`src/rtl/irqc_pkg.sv`:
```
package irqc_pkg;
  localparam int VEC_W = 8;

  typedef logic [VEC_W-1:0] vec_t;

  // Answer returned when the acknowledge finds no pending slot.
  function automatic vec_t spurious_vec();
    return '1;
  endfunction

  // Next pending state for one slot: taken -> cleared, granted raise -> set.
  function automatic logic next_pending(input logic cur, input logic taken,
                                        input logic raise, input logic grant);
    return (cur & ~taken) | (raise & grant);
  endfunction
endpackage

```
`src/rtl/irqc_slot.sv`:
```
module irqc_slot (
  input  logic clk,
  input  logic rst_n,
  input  logic raise,
  input  logic grant,
  input  logic ack_in,
  output logic ack_out,
  output logic taken,
  output logic pending
);
  import irqc_pkg::*;

  logic pend_q;

  // A pending slot absorbs the acknowledge; an idle slot passes it on.
  assign taken   = ack_in & pend_q;
  assign ack_out = ack_in & ~pend_q;
  assign pending = pend_q;

  always_ff @(posedge clk) begin
    if (!rst_n) pend_q <= 1'b0;
    else        pend_q <= next_pending(pend_q, taken, raise, grant);
  end
endmodule

```
`src/rtl/irqc_vec_sel.sv`:
```
module irqc_vec_sel #(
  parameter int NSLOT = 4,
  parameter int VEC_W = 8
) (
  input  logic [NSLOT-1:0]       taken,
  input  logic                   fell_through,
  input  logic [NSLOT*VEC_W-1:0] slot_vec,
  output logic [VEC_W-1:0]       vec_sel
);
  logic [VEC_W-1:0] part [NSLOT+1];

  assign part[0] = fell_through ? {VEC_W{1'b1}} : '0;

  // At most one slot is taken, so an OR of masked vectors selects it.
  for (genvar i = 0; i < NSLOT; i++) begin : g_or
    assign part[i+1] = part[i] | (slot_vec[VEC_W*i +: VEC_W] & {VEC_W{taken[i]}});
  end

  assign vec_sel = part[NSLOT];
endmodule

```
`src/rtl/vec_irq_chain.sv`:
```
module vec_irq_chain #(
  parameter int NSLOT = 4,
  parameter int VEC_W = irqc_pkg::VEC_W
) (
  input  logic                   clk,
  input  logic                   rst_n,
  input  logic [NSLOT-1:0]       raise_req,
  input  logic [NSLOT-1:0]       bus_grant,
  input  logic [NSLOT*VEC_W-1:0] slot_vec,
  input  logic                   ack,
  output logic                   irq_out,
  output logic [VEC_W-1:0]       vec_out,
  output logic                   vec_valid
);
  // Named internal events for the checker.
  logic [NSLOT:0]   ack_chain;
  logic [NSLOT-1:0] taken;
  logic [NSLOT-1:0] pend;
  logic             fell_through;
  logic [VEC_W-1:0] vec_sel;

  assign ack_chain[0] = ack;

  for (genvar i = 0; i < NSLOT; i++) begin : g_slot
    irqc_slot u_slot (
      .clk     (clk),
      .rst_n   (rst_n),
      .raise   (raise_req[i]),
      .grant   (bus_grant[i]),
      .ack_in  (ack_chain[i]),
      .ack_out (ack_chain[i+1]),
      .taken   (taken[i]),
      .pending (pend[i])
    );
  end

  assign fell_through = ack_chain[NSLOT];
  assign irq_out      = |pend;

  irqc_vec_sel #(.NSLOT(NSLOT), .VEC_W(VEC_W)) u_sel (
    .taken        (taken),
    .fell_through (fell_through),
    .slot_vec     (slot_vec),
    .vec_sel      (vec_sel)
  );

  always_ff @(posedge clk) begin
    if (!rst_n) begin
      vec_valid <= 1'b0;
      vec_out   <= '0;
    end else begin
      vec_valid <= ack;
      vec_out   <= ack ? vec_sel : '0;
    end
  end
endmodule

```
`config.mk`:
```
export PLATFORM = sky130hd
export DESIGN_NAME = vec_irq_chain
export DESIGN_NICKNAME = d
export VERILOG_FILES = /design/src/rtl/irqc_pkg.sv /design/src/rtl/irqc_slot.sv /design/src/rtl/irqc_vec_sel.sv /design/src/rtl/vec_irq_chain.sv
export SDC_FILE = /design/constraint.sdc
export NUM_CORES = 1
export LEC_CHECK = 0
export BUFFER_PORTS_ARGS = -buffer_cell sky130_fd_sc_hd__buf_2
export CELL_PAD_IN_SITES_DETAIL_PLACEMENT = 0
export CELL_PAD_IN_SITES_GLOBAL_PLACEMENT = 1
export CORE_MARGIN = 1
export CORE_UTILIZATION = 23
export DETAILED_ROUTE_END_ITERATION = 8
export HOLD_SLACK_MARGIN = 0.15
export PLACE_DENSITY = 0.77
export SLEW_MARGIN = 20
export SYNTH_ARGS = -nofsm -noshare
export SYNTH_HDL_FRONTEND = slang
export SYNTH_SLANG_ARGS = --single-unit
```
`constraint.sdc`:
```
create_clock -name clk -period 1.1 [get_ports clk]
set_input_delay 0.055 -clock clk [delete_from_list [all_inputs] [get_ports clk]]
set_output_delay 0.055 -clock clk [all_outputs]
set_load 0.1 [all_outputs]
```
# Yosys cells after proc, flatten, opt, wreduce, memory -nomap -nowiden
# Index checks and enable logic that the tools add are counted.
[op_classes] n_reduce_logical=2 n_bitwise=36 mux=1
[op_table] operator="$and A8 B8 Y8" n=4
[op_table] operator="$or A8 B8 Y8" n=4
[op_table] operator="$and A1 B1 Y1" n=16
[op_table] operator="$mux W8" n=1
[op_table] operator="$not A1 Y1" n=8
[op_table] operator="$or A1 B1 Y1" n=4
[op_table] operator="$reduce_or A4 Y1" n=1
[op_table] operator="$reduce_and A2 Y1" n=1
[word_totals] reg_bits=13 output_inout_bits=10 inputBits=43

# Longest topological paths before layout
[depth] depth_word=10 mapped_depth=4 ltp_nobuf=3

# Cells and area by module
# From an unflattened synthesis, not the netlist that was laid out.
[hier_totals] hier_cells=71 hier_area_um2=615.6
[modules_own_cells] module="vec_irq_chain" cells_each=19 area_per_inst_um2=244.0 seq_area_each_um2=180.2 instances=1
[modules_own_cells] module="irqc_slot" cells_each=6 area_per_inst_um2=51.3 seq_area_each_um2=20.0 instances=4
[modules_own_cells] module="irqc_vec_sel" cells_each=28 area_per_inst_um2=166.4 seq_area_each_um2=0.0 instances=1

# Least setup slack after synthesis
# OpenSTA, ideal clock, no wires.
[synth_path] path_kind="flip-flop to output port" startpoint="reg g_slot[2].u_slot.pend_q" endpoint="out irq_out" path_slack_ps=-437 stages_incl_launch_ff=4 arrival_ps=1482 path_buffers=2 required_time_ps=1045 cell_sequence="dfxtp_1 -> buf_6 -> buf_8 -> or4_1"
[synth_via] elab_chain_len=1
[synth_rtl] item="start: declaration" line_no="irqc_slot.sv:13" rtl="logic pend_q;"
[synth_rtl] item="start signal: assignment" line_no="irqc_slot.sv:22" rtl="else pend_q <= next_pending(pend_q, taken, raise, grant);"
[synth_rtl] item="$reduce_or A4 Y1" line_no="vec_irq_chain.sv:38" rtl="assign irq_out = |pend;"
[synth_rtl] item="end: declaration" line_no="vec_irq_chain.sv:11" rtl="output logic irq_out,"
# No other way between the ends.

# Final worst setup path
# Same ends and word-level chain as after synthesis.

==> results_dict.tcl <==
set metrics [dict create \
    drt_iter0_drc 6 \
    synth_area_per_cell_um2 8.261 \
    hp-class "input pin to flop" \
    cpPeakStageDelay_ns 0.44 \
    wl_um 2136 \
    die_area_um2 3204 \
    viasPerCell 4.485 \
    netSwitchingPower_uw 520.0 \
    netlist_area_um2 685.7 \
    syn_nets 126 \
    cp_data_arrival_time_ns 1.38 \
    grt_overflow_total 0 \
    grt_max_degree 14 \
    crit_fanout 3 \
    cts_tree "done" \
    yosysWarnings 0 \
    diodes 0 \
    yosysSeqAreaShare_pct 37.96 \
    gp_congestion 0.7220 \
    antenna_found_initial 0 \
    placed_cells 168 \
    startpoint "g_slot[2].u_slot.pending$_SDFF_PN0_" \
    r2r_slack_ns -0.17 \
    timing.hold.worst.start "slot_vec[19]" \
    violations "setup timing" \
    yosysUniqueCellTypes 21 \
    start_kind "flop" \
    hold_viol_final 0 \
    drv_cap 0 \
    powerDensity_nw_per_um2 1047 \
    fin_area_um2 1339 \
    finalNetCount 211 \
    core_area_um2 2781 \
    ios 53 \
    combPwrFrac_pct 41.3 \
    instances_no_fill 198 \
    intPower_uw 881.8 \
    r2r-start "g_slot[2].u_slot.pending$_SDFF_PN0_" \
    drc 0 \
    cts_sinks 13 \
    path_class "flop to primary output" \
    cts_root_buf "clkbuf_4" \
    grt_pass1_vias 841 \
    drive_above_1_share_pct 42.51 \
    p_leak_nw 0.7077 \
    placed_area_um2 1022 \
    slew_headroom_pct 67.46 \
    clk_latency_ns 0.27 \
    ir_drop_uv 606.0 \
    pre_cts_ws_ns -0.2426 \
    clock.fmax_mhz 697.8 \
    area_growth_pct 95.25 \
    slowest_stage "or4_4" \
    cts.path.max_buffers 2 \
    finClkSkew_ns 0.0007082 \
    htree_levels 1 \
    worstPathCellList "buf_4 > or4_4 > buf_12" \
    final_util_pct 48.13 \
    clock_power_share_pct 22.1 \
    status "finished with violations" \
    p_sw_share_pct 37.09 \
    die_x_um 56.60 \
    setup_slack_ns -0.3330 \
    rows 19 \
    cp.required_ns 1.04 \
    io_buffers 52 \
    die_h_um 56.60 \
    initial_core_util_pct 24.65 \
    slew_viol_final 0 \
    synth_seq_cells 13 \
    hpwlAfterDp_um 1506 \
    detail_route.wl_per_cell_um 10.79 \
    vias 888 \
    grt_pass1_wl_um 3401 \
    rsz0062_at_grt "true" \
    post-route-period-util_pct 130.3 \
    min_period_ns 1.433 \
    setup_tns_ns -1.475 \
    firstDrtPassIters 3 \
    worstMarginPinSlew_ns 0.4915 \
    whs_ns 0.1597 \
    cts_made_buffers 3 \
    crit_path_end_kind "primary output" \
    grt_usage_pct 13.69 \
    finalPower_mw 1.402 \
    netlist_instances 83 \
    path_clk_slew_ns 0.09 \
    antenna_left 0 \
    setup_viol 9 \
    seqPwrFrac_pct 36.6 \
]
-- registers in the layout (all words and copies together), names as in the netlist --
name and flops:
g_slot.u_slot.pending 4, vec_out 8, vec_valid 1
-- power groups by stage --
stage	logic (mW)	registers [mW]	clock network, mW
global placement	0.483	0.530	0
detailed placement	0.487	0.532	0
CTS	0.569	0.513	0.313
finish	0.579	0.513	0.310
global route	0.616	0.516	0.353
floorplan	0.187	0.684	0
-- logic make-up after synthesis --
group	Yosys count	share of synthesized area [%]
buf+inv	24	16.42
simple gates	16	10.95
flops	13	37.96
compound gates	30	34.67
-- per-layer routing --
| metal | wire length [um] | part of all wire, % | global-route usage (%) |
|---|---|---|---|
| met2 | 1046 | 49 | 23.03 |
| met3 | 128 | 6.0 | 3.456 |
| met1 | 947 | 44 | 16.34 |
| met5 | 0 | 0 | 0 |
| met4 | 13 | 0.61 | 5.923 |
-- worst max-delay path: cells and delay by family, from the launching register on --
| family | cells | cell delay (ns) |
|---|---|---|
| simple gates | 1 | 0.44 |
| flops | 1 | 0.35 |
| buf+inv | 2 | 0.31 |
-- worst paths after layout --
path	endpoint	depth (start not counted)
worst max-delay path	irq_out	3
worst max register to register	vec_out[1]$_SDFF_PN0_	4
worst min-delay path	vec_out[3]$_SDFF_PN0_	4
worst min register to register	g_slot[0].u_slot.pending$_SDFF_PN0_	2
-- Yosys cell counts --
library cell,instances,area (um2)
a211o_1,1,8.760
a21boi_0,3,22.52
a21oi_1,8,40.04
a221o_1,7,70.07
a221oi_1,7,61.31
a221oi_2,1,15.01
a22oi_1,1,7.510
buf_2,3,15.01
buf_6,1,11.26
buf_8,1,15.01
clkbuf_1,2,7.510
dfxtp_1,13,260.3
inv_1,17,63.81
nand2_1,4,15.01
nand2b_1,2,12.51
nor2_1,7,26.28
nor2b_1,1,6.260
nor3b_1,1,7.510
o21ai_0,1,5.000
o31ai_1,1,7.510
or4_1,1,7.510
-- area by class of cell --
cell class | count | area (um2)
Clock buffer | 4 | 26.28
Fill cell | 286 | 1443
Multi-Input combinational cell | 46 | 335.3
Sequential cell | 13 | 264.0
Tap cell | 31 | 38.79
Timing Repair Buffer | 87 | 610.6
Inverter | 17 | 63.81
-- cells in the final DEF, fill, tap and decap left out, drive strengths merged --
cell and instances:
a21boi 3, a221o 7, a21oi 8, a22oi 1
dfxtp 13, clkbuf 8, buf 58, nor3b 1
nand2b 2, nor2b 1, o21ai 1, inv 17
a221oi 8, dlygate4sd3 25, a211o 1, o31ai 1
or4 1, nor2 7, nand2 4
-- repair_timing --
action                                  in CTS  in global routing
hold buffers                                25                  0
gates resized for setup                      3                  6
endpoints found under the hold margin       12                  0
endpoints found under the setup margin      10                 13
buffers inserted                             1                  0
No activity file was read; power rests on OpenSTA's default activity.
